<file path="src/rtl/raster_timer_pkg.sv">
package raster_timer_pkg;

  typedef struct packed {
    logic frameClear;
    logic lineEdge;
    logic dotStep;
  } rtStrobe_t;

  localparam int ADDR_CMP     = 0;
  localparam int ADDR_RLD     = 1;
  localparam int ADDR_CTL     = 2;
  localparam int CTL_EN_BIT   = 0;
  localparam int CTL_MODE_BIT = 7;

endpackage

</file>
<file path="src/rtl/rt_ctrl.sv">
module rt_ctrl
  import raster_timer_pkg::*;
#(
  parameter int DATA_W = 16,
  parameter int ADDR_W = 2,
  parameter int CMP_W  = 10,
  parameter int RLD_W  = 9
) (
  input  logic              clk,
  input  logic              rstN,
  input  logic              hblankIn,
  input  logic              vblankOut,
  input  logic              dotTick,
  input  logic              regWr,
  input  logic [ADDR_W-1:0] regAddr,
  input  logic [DATA_W-1:0] regWdata,
  output logic [DATA_W-1:0] regRdata,
  output rtStrobe_t         strobe,
  output logic [CMP_W-1:0]  cmpVal,
  output logic [RLD_W-1:0]  rldVal,
  output logic              t1En,
  output logic              t1Mode
);

  logic [CMP_W-1:0] cmpReg;
  logic [RLD_W-1:0] rldReg;
  logic             enReg;
  logic             modeReg;

  always_ff @(posedge clk) begin
    if (!rstN) begin
      cmpReg  <= '0;
      rldReg  <= '0;
      enReg   <= 1'b0;
      modeReg <= 1'b0;
    end else if (regWr) begin
      case (int'(regAddr))
        ADDR_CMP: cmpReg <= regWdata[CMP_W-1:0];
        ADDR_RLD: rldReg <= regWdata[RLD_W-1:0];
        ADDR_CTL: begin
          enReg   <= regWdata[CTL_EN_BIT];
          modeReg <= regWdata[CTL_MODE_BIT];
        end
        default: ;
      endcase
    end
  end

  always_comb begin
    regRdata = '0;
    case (int'(regAddr))
      ADDR_CMP: regRdata = DATA_W'(cmpReg);
      ADDR_RLD: regRdata = DATA_W'(rldReg);
      ADDR_CTL: begin
        regRdata[CTL_EN_BIT]   = enReg;
        regRdata[CTL_MODE_BIT] = modeReg;
      end
      default: regRdata = '0;
    endcase
  end

  // A line edge takes precedence over a dot in the same cycle
  always_comb begin
    strobe.frameClear = vblankOut;
    strobe.lineEdge   = hblankIn;
    strobe.dotStep    = dotTick & ~hblankIn;
  end

  assign cmpVal = cmpReg;
  assign rldVal = rldReg;
  assign t1En   = enReg;
  assign t1Mode = modeReg;

  // a write to the control address updates the visible enable
  a_r2_ctl_write: assert property (@(posedge clk) disable iff (!rstN)
    (regWr && int'(regAddr) == ADDR_CTL) |=> (t1En == $past(regWdata[CTL_EN_BIT])));

endmodule

</file>
<file path="src/rtl/rt_datapath.sv">
module rt_datapath
  import raster_timer_pkg::*;
#(
  parameter int CMP_W = 10,
  parameter int RLD_W = 9
) (
  input  logic             clk,
  input  logic             rstN,
  input  rtStrobe_t        strobe,
  input  logic [CMP_W-1:0] cmpVal,
  input  logic [RLD_W-1:0] rldVal,
  input  logic             t1En,
  input  logic             t1Mode,
  output logic             timer0Pulse,
  output logic             timer1Pulse
);

  localparam int LINE_W = CMP_W;

  logic [LINE_W-1:0] lineCnt;
  logic              lineOvf;
  logic [RLD_W-1:0]  dotCnt;
  logic              lineSel;

  logic [LINE_W-1:0] effCnt;
  logic              effOvf;
  logic              matchNow;
  logic              gateNow;

  // Frame clear is applied before a coincident line compare
  always_comb begin
    effCnt   = strobe.frameClear ? '0 : lineCnt;
    effOvf   = strobe.frameClear ? 1'b0 : lineOvf;
    matchNow = !effOvf && (effCnt == cmpVal);
    gateNow  = t1En && (!t1Mode || matchNow);
  end

  always_ff @(posedge clk) begin
    if (!rstN) begin
      lineCnt     <= '0;
      lineOvf     <= 1'b0;
      dotCnt      <= '0;
      lineSel     <= 1'b0;
      timer0Pulse <= 1'b0;
      timer1Pulse <= 1'b0;
    end else if (strobe.lineEdge) begin
      lineCnt     <= effCnt + 1'b1;
      lineOvf     <= effOvf | (&effCnt);
      lineSel     <= matchNow;
      timer0Pulse <= matchNow;
      dotCnt      <= rldVal;
      timer1Pulse <= (rldVal == '0) && gateNow;
    end else begin
      timer0Pulse <= 1'b0;
      if (strobe.frameClear) begin
        lineCnt <= '0;
        lineOvf <= 1'b0;
      end
      if (strobe.dotStep && dotCnt != '0) begin
        dotCnt      <= dotCnt - 1'b1;
        timer1Pulse <= (dotCnt == RLD_W'(1)) && t1En && (!t1Mode || lineSel);
      end else begin
        timer1Pulse <= 1'b0;
      end
    end
  end

  a_r4_t0_follows_line: assert property (@(posedge clk) disable iff (!rstN)
    timer0Pulse |-> $past(strobe.lineEdge));

  a_r8_t1_needs_enable: assert property (@(posedge clk) disable iff (!rstN)
    timer1Pulse |-> $past(t1En));

  a_r6_dot_never_rises: assert property (@(posedge clk) disable iff (!rstN)
    !$past(strobe.lineEdge) |-> (dotCnt <= $past(dotCnt)));

  a_r3_frame_clear: assert property (@(posedge clk) disable iff (!rstN)
    ($past(strobe.frameClear) && !$past(strobe.lineEdge)) |-> (lineCnt == '0));

  a_r6_pulse_at_zero: assert property (@(posedge clk) disable iff (!rstN)
    timer1Pulse |-> (dotCnt == '0));

endmodule

</file>
<file path="src/rtl/raster_dual_timer.sv">
module raster_dual_timer
  import raster_timer_pkg::*;
#(
  parameter int DATA_W = 16,
  parameter int ADDR_W = 2,
  parameter int CMP_W  = 10,
  parameter int RLD_W  = 9
) (
  input  logic              clk,
  input  logic              rstN,
  input  logic              hblankIn,
  input  logic              vblankOut,
  input  logic              dotTick,
  input  logic              regWr,
  input  logic [ADDR_W-1:0] regAddr,
  input  logic [DATA_W-1:0] regWdata,
  output logic [DATA_W-1:0] regRdata,
  output logic              timer0Pulse,
  output logic              timer1Pulse
);

  rtStrobe_t        strobe;
  logic [CMP_W-1:0] cmpVal;
  logic [RLD_W-1:0] rldVal;
  logic             t1En;
  logic             t1Mode;

  rt_ctrl #(.DATA_W(DATA_W), .ADDR_W(ADDR_W), .CMP_W(CMP_W), .RLD_W(RLD_W)) uCtrl (
    .clk(clk), .rstN(rstN), .hblankIn(hblankIn), .vblankOut(vblankOut),
    .dotTick(dotTick), .regWr(regWr), .regAddr(regAddr), .regWdata(regWdata),
    .regRdata(regRdata), .strobe(strobe), .cmpVal(cmpVal), .rldVal(rldVal),
    .t1En(t1En), .t1Mode(t1Mode)
  );

  rt_datapath #(.CMP_W(CMP_W), .RLD_W(RLD_W)) uPath (
    .clk(clk), .rstN(rstN), .strobe(strobe), .cmpVal(cmpVal), .rldVal(rldVal),
    .t1En(t1En), .t1Mode(t1Mode), .timer0Pulse(timer0Pulse),
    .timer1Pulse(timer1Pulse)
  );

endmodule

</file>
<file path="config.mk">
export PLATFORM = sky130hd
export DESIGN_NAME = raster_dual_timer
export DESIGN_NICKNAME = d
export VERILOG_FILES = /design/src/rtl/raster_timer_pkg.sv /design/src/rtl/rt_ctrl.sv /design/src/rtl/rt_datapath.sv /design/src/rtl/raster_dual_timer.sv
export SDC_FILE = /design/constraint.sdc
export NUM_CORES = 1
export LEC_CHECK = 0
export BUFFER_PORTS_ARGS = -buffer_cell sky130_fd_sc_hd__buf_2
export CAP_MARGIN = 25
export CORE_AREA = 2 2 72 74
export DETAILED_ROUTE_END_ITERATION = 10
export DIE_AREA = 0 0 74 76
export PLACE_DENSITY = 0.73
export RECOVER_POWER = 100
export SYNTH_ARGS = -nofsm -noshare
export SYNTH_HDL_FRONTEND = slang
export SYNTH_SLANG_ARGS = --single-unit
</file>
<file path="constraint.sdc">
create_clock -name clk -period 2.1 [get_ports clk]
set_clock_uncertainty 0.15 [all_clocks]
set_input_delay 0.42 -clock clk [delete_from_list [all_inputs] [get_ports clk]]
set_output_delay 0.42 -clock clk [all_outputs]
set_load 0.02 [all_outputs]
</file>
======== Word level (Yosys, flattened, before mapping) ========
Cells that the tools add are included.
operators by class
  equal/unequal tests ..................... 4
  div/mod/pow operators ................... 0
  bitwise gates (word level) .............. 3
  magnitude comparators ................... 0
  multiplexer cells ....................... 12
  shift operators ......................... 0
  $add $sub $neg .......................... 2
  multipliers ............................. 0
  reduce and logical (&&, ||, !) cells .... 19
operator list
  operator                                                            number
  10-bit 2-to-1 mux                                                   2
  9-bit 2-to-1 mux                                                    2
  6-bit one-hot mux with 2 select lines                               1
  10-bit by 1-bit adder with 10-bit output, second input constant     1
  10-bit == test                                                      1
  10-bit AND reduction                                                1
  9-bit by 1-bit == test with 1-bit output, second input constant     1
  9-bit zero test                                                     1
  9-bit nonzero test                                                  1
  9-bit by 1-bit subtractor with 9-bit output, second input constant  1
  2-bit AND reduction                                                 4
  1-bit logical AND                                                   6
  1-bit one-hot mux with 3 select lines                               2
  1-bit 2-to-1 mux                                                    4
  2-bit one-hot mux with 2 select lines                               1
  2-bit by 1-bit == test with 1-bit output, second input constant     1
  2-bit == test, second input constant                                1
  1-bit zero test                                                     2
  2-bit zero test                                                     1
  1-bit logical OR                                                    2
  2-bit nonzero test                                                  1
  1-bit AND                                                           1
  1-bit NOT                                                           1
  1-bit bitwise OR                                                    1
storage, ports and cells
  logic and storage cells ................. 50
  bits in latches ......................... 0
  memory bits (writable) .................. 0
  flip-flop bits (word level) ............. 44
  output and inout bits ................... 18
  memories kept ........................... 0
  memory bits (read-only) ................. 0

======== Depth between registers and ports, before layout ========
  word-level depth ........................ 7
  mapped depth ............................ 7

======== Cells and area by module ========
Synthesis repeated with hierarchy kept, for this count alone.
unflattened totals
  cell total of the unflattened synthesis .. 284
  area, all modules ....................... 2513.7 um^2
modules (own cells, without submodules)
  module       area each (um^2)  times used  cells an instance
  rt_datapath  1465.2            1           171
  rt_ctrl      1048.5            1           113

======== Worst setup path before layout ========
OpenSTA, ideal clock, no wires.
  path kind ............................... input to output
  from .................................... in regAddr[1]
  to ...................................... out regRdata[0]
  stages .................................. 3
  arrival ................................. 1309 ps
  setup slack ............................. 221 ps
  path buffers ............................ 1
  cell sequence ........................... buf_1 -> mux2i_1 -> o21ai_0
between the ends
  longest elaborated chain between the ends .. 2
RTL lines
  element                                    RTL line                 source
  start: declaration                         raster_dual_timer.sv:15  input logic [ADDR_W-1:0] regAddr,
  2-bit == test (tied with other cells)      rt_ctrl.sv:51            case (int'(regAddr))
  1-bit one-hot mux with 3 select lines (*)  rt_ctrl.sv:51
  end: declaration                           raster_dual_timer.sv:17  output logic [DATA_W-1:0] regRdata,
Every way passes the cells marked *; elsewhere a longest branch is shown, timed or not.

======== Final worst setup path ========
  from .................................... reg uPath.dotCnt[0]
  to ...................................... reg uPath.timer1Pulse
between the ends
  longest elaborated chain between the ends .. 5
RTL lines
  element                                   RTL line           source
  start: declaration                        rt_datapath.sv:22  logic [RLD_W-1:0] dotCnt;
  start signal: assignment                  rt_datapath.sv:51  dotCnt <= rldVal;
  start signal: assignment                  rt_datapath.sv:60  dotCnt <= dotCnt - 1'b1;
  9-bit by 1-bit == test with 1-bit output  rt_datapath.sv:61  timer1Pulse <= (dotCnt == RLD_W'(1)) && t1En && (!t1Mode || lineSel);
  1-bit logical AND (2 in series)           rt_datapath.sv:61
  1-bit 2-to-1 mux (*)                      rt_datapath.sv:59  if (strobe.dotStep && dotCnt != '0) begin
  1-bit 2-to-1 mux (*)                      rt_datapath.sv:46  end else if (strobe.lineEdge) begin
  end signal: assignment                    rt_datapath.sv:52  timer1Pulse <= (rldVal == '0) && gateNow;
  end signal: assignment                    rt_datapath.sv:61
  end: declaration                          rt_datapath.sv:15  output logic timer1Pulse
Marked as above.
A chain may end at the register's enable or synchronous reset.

==> results list <==
* Status: complete, no violations
- During synthesis, Yosys emitted a total of 0 warnings.
* Cell type group with the largest total delay on the critical path: simple AND/OR/NAND/NOR gates
- In the synthesized netlist the dominant register cell turns out to be sky130_fd_sc_hd__dfxtp_1.
- Largest net degree at the start of global routing: 26
* DRC violations left: 0
- Number of detailed-route iterations in the first pass: 4
- Std cell rows: 26
- The worst pin sits at a relative slew slack of 0.5980.
* Combined buffer and inverter count along the critical path: 1
- The initial antenna violation count is 0.
* Switching power: 503.7 uW
- Dividing total power by cell area gives a power density of between 600 and 700 mW/mm^2.
- In the finished design, the share of the clock period the worst path needs comes to 0.9372.
- After floorplanning, the core was sized to cover 0.004912 sq mm.
- At the end of routability-driven placement, the weighted congestion stood at 0.8134.
* Final count of pins violating max slew: 0
- Combined global-route utilization of all metal layers: 0.2179
* Crit-path slowest cell: sky130_fd_sc_hd__dfxtp_1
- The share of total power dissipated in sequential elements is 0.479.
* Switching part of the total: 0.2688
- Setup WS post-layout: 0.1320 ns
- Crit path arrival time: 2.04 ns
* Quantity of I/O buffers inserted on ports: 29
- Total of max-cap violations: 0
- Power consumption: 1874 uW
- Leak: 0.001046 uW
* Clock period minus worst slack: a little under 2 ns
- Across all layers, the routed design uses around 2.1k vias.
* Initial Util: 0.4954
- Minimum setup slack after placement: a little under 0.09 ns
- The share of the Yosys chip area taken by registers is 0.3620.
- After synthesis, the largest family of logic cells by area is simple AND/OR/NAND/NOR gates.
* Max Fclk: 508.1 MHz
* Critical Path End Type: flop
- Net count reported at finish: 345
* Number of buffers added for setup after CTS: 0
- Total of flip-flops plus latches after synthesis: 44
- Number of distinct standard cells referenced by the synthesized netlist: 55
- In this run the vertical extent of the chip is 76 um.
- Worst min path class: input port to flop
* Synth Area in Compound Gates: 0.1208
- From synthesis to final layout, the design area changed by 12.96%.
* Mux contribution to synthesized area: 0.1039
- Clock buffers created by TritonCTS: 5
- Total routed wirelength: around 5800 um
* Fraction of the mapped netlist area in simple logic gates: 0.2931
- The share of synthesized area in the top cell type comes to 0.3620.
* Number of standard cells after synthesis: 285
- Area share of xor/xnor cells in the synthesized design: 0.05039
* Slowest cell delay on critical path: 0.39 ns
- Of all cell types, the one taking the most synthesized area is sky130_fd_sc_hd__dfxtp_1.
* Internal power: 1371 uW
* Fraction of power consumed by combinational cells: 0.150
- Combined area of all synthesized cells: about 0.0024 sq mm
- Clock latency on the worst-skew pair, taken at its later pin, is 0.30 ns.
- For this design, the sink count on the clock tree is between 40 and 50.
- The first global-routing pass estimated approximately 9500 um of wire.
- Via-per-instance ratio: 5.378
- Walking the worst path, the cells encountered are inv_1 > ha_1 > nor4b_1 > nand4_1 > and2_0 > a221oi_2.
* Portion of total power attributed to the clock network: 0.371
* Die outline area: 0.005624 sq mm
- Setup Crit Path Kind: flop to flop
* First DRT Iteration DRCs: approximately 130
* Post-CTS clock slew at the launch and capture registers of the worst setup and hold paths: roughly 0.090 ns
* Vias in the first global route: 1,945
- Syn Area/Cell: 8.539 sq um
- Clock buffer depth: 2
* Leftover overflow at the end of global routing: 0
- The count of nets left with antenna violations once routing finished came out at 0.
- Hold Buf Count CTS: 0
- Layout cell share with drive strength beyond 1: 0.1285
- The H-tree was split into 2 levels.
* Unrepaired setup endpoints after global routing: no
- Number of failing hold endpoints at the final stage: 0
- Setup-failing EPs final: 0
- Adder-Cell Fraction of Synth Area: 0.01542
* Worst voltage drop across the vdd grid: 0.0004169 V
- Cell with the most instances after synthesis: sky130_fd_sc_hd__dfxtp_1
- Tightest Pin Transition: 0.6029 ns
* Final TNS setup: 0 ns
- Met2 Usage GRT: 0.3330
- Post-synth EDFFs: 0
- The commonest cells after synthesis are sky130_fd_sc_hd__dfxtp_1, sky130_fd_sc_hd__nor2_1, sky130_fd_sc_hd__nand2_1.
- # diodes: 0
- Proportion of synthesized flip-flops having asynchronous set or reset: 0
* Wire length per cell: approximately 15 um
* CTS tree: done
* Maximum fanout count along the critical path: 6
* Largest cells by area after synthesis: sky130_fd_sc_hd__dfxtp_1, sky130_fd_sc_hd__mux2i_1, sky130_fd_sc_hd__nor2_1
- In this run the horizontal extent of the chip is approximately 74 um.
- At the worst endpoint, the required time is 2.17 ns.
* Resize count post-CTS: 0
- The worst setup path is launched from a flop.
* Hpwl dp: 4258 um
- Met3 track demand over resource: 0.03968
* Clock tree root buffer cell: sky130_fd_sc_hd__clkbuf_8
* Io pins: 42
- Peak-usage layer in the global routing report: met2
- Met1 track demand over resource: 0.3045
## flip-flops by register name, summed over array words and instances, names as in the netlist
name and count:
uPath.lineOvf 1, uCtrl.t1En 1, uPath.timer1Pulse 1, uPath.dotCnt 9, uPath.lineSel 1, uCtrl.cmpVal 10
uPath.lineCnt 10, uCtrl.rldVal 9, uPath.timer0Pulse 1, uCtrl.t1Mode 1
## worst register-to-register path: stages, from the launching register on
cell	delay [ns]
sky130_fd_sc_hd__dfxtp_1	0.39
sky130_fd_sc_hd__inv_1	0.10
sky130_fd_sc_hd__ha_1	0.28
sky130_fd_sc_hd__nor4b_1	0.31
sky130_fd_sc_hd__nand4_1	0.19
sky130_fd_sc_hd__and2_0	0.22
sky130_fd_sc_hd__a221oi_2	0.25
## cell usage in the layout (no fill, tap or decap), types with 7 or more instances in the layout
cell / netlist / layout
sky130_fd_sc_hd__a21boi_0: 8 / 8
sky130_fd_sc_hd__a21oi_1: 8 / 8
sky130_fd_sc_hd__buf_2: 1 / 15
sky130_fd_sc_hd__buf_4: 6 / 7
sky130_fd_sc_hd__clkbuf_1: 9 / 15
sky130_fd_sc_hd__dfxtp_1: 44 / 44
sky130_fd_sc_hd__mux2i_1: 23 / 23
sky130_fd_sc_hd__nand2_1: 26 / 26
sky130_fd_sc_hd__nand3_1: 18 / 18
sky130_fd_sc_hd__nor2_1: 35 / 35
sky130_fd_sc_hd__nor2b_1: 11 / 11
sky130_fd_sc_hd__o21ai_0: 7 / 9
sky130_fd_sc_hd__xnor2_1: 7 / 7
sky130_fd_sc_hd__xor2_1: 7 / 7
## power by group through the flow
stage | combinational [uW] | clock (uW) | sequential (uW)
after floorplan | 215 | 0 | 910
after global placement | 281 | 0 | 916
after detailed placement | 288 | 0 | 917
after CTS | 289 | 699 | 898
after global routing | 311 | 740 | 902
final | 282 | 695 | 898
## through the flow
| stage | utilization | instance area (sq um) | std cells | hold WS [ns] |
|---|---|---|---|---|
| 5_1_grt | 0.5596 | 2749 | 389 | 0.2245 |
| 2_1_floorplan | - | 2452 | 290 | 0.2918 |
| 6_report | 0.5596 | 2749 | 389 | 0.2094 |
| 3_3_place_gp | 0.5436 | 2670 | 381 | 0.3251 |
| 4_1_cts | 0.5683 | 2791 | 389 | 0.2144 |
| 3_5_place_dp | 0.5436 | 2670 | 381 | 0.3364 |
## cells by family after synthesis
logic type,count (synthesis)
muxes,25
DFF,44
AOI/OAI and AO/OA,42
buffers and inverters,26
other,1
xor gates and xnor gates,14
adders and majority gates,3
and+or+nand+nor,130
## per-layer routing
layer | part of all wire | vias to the layer above
met3 | 0.037 | 10
met2 | 0.47 | 48
met5 | 0 | -
li1 | - | 1057
met1 | 0.47 | 977
met4 | 0.021 | 0
## path summary, 6_finish.rpt
check | endpoint | from | depth (start not counted) | slack [ns]
min reg2reg | uPath.lineSel | uPath.lineSel | 2 | 0.35
max reg2reg | uPath.timer1Pulse | uPath.dotCnt[0] | 6 | 0.13
min | uCtrl.cmpVal[9] | regWdata[9] | 3 | 0.21
max | uPath.timer1Pulse | uPath.dotCnt[0] | 6 | 0.13
## cell type report
type,instances,area [sq um]
clock buffers,6,82.58
clock inverters,2,38.79
fillers,464,2163
inverters,7,26.28
multi-input cells,220,1434
flip-flops and latches,44,880.8
well taps,70,87.58
repair buffers,40,198.9
No activity file was read; power rests on OpenSTA's default activity.
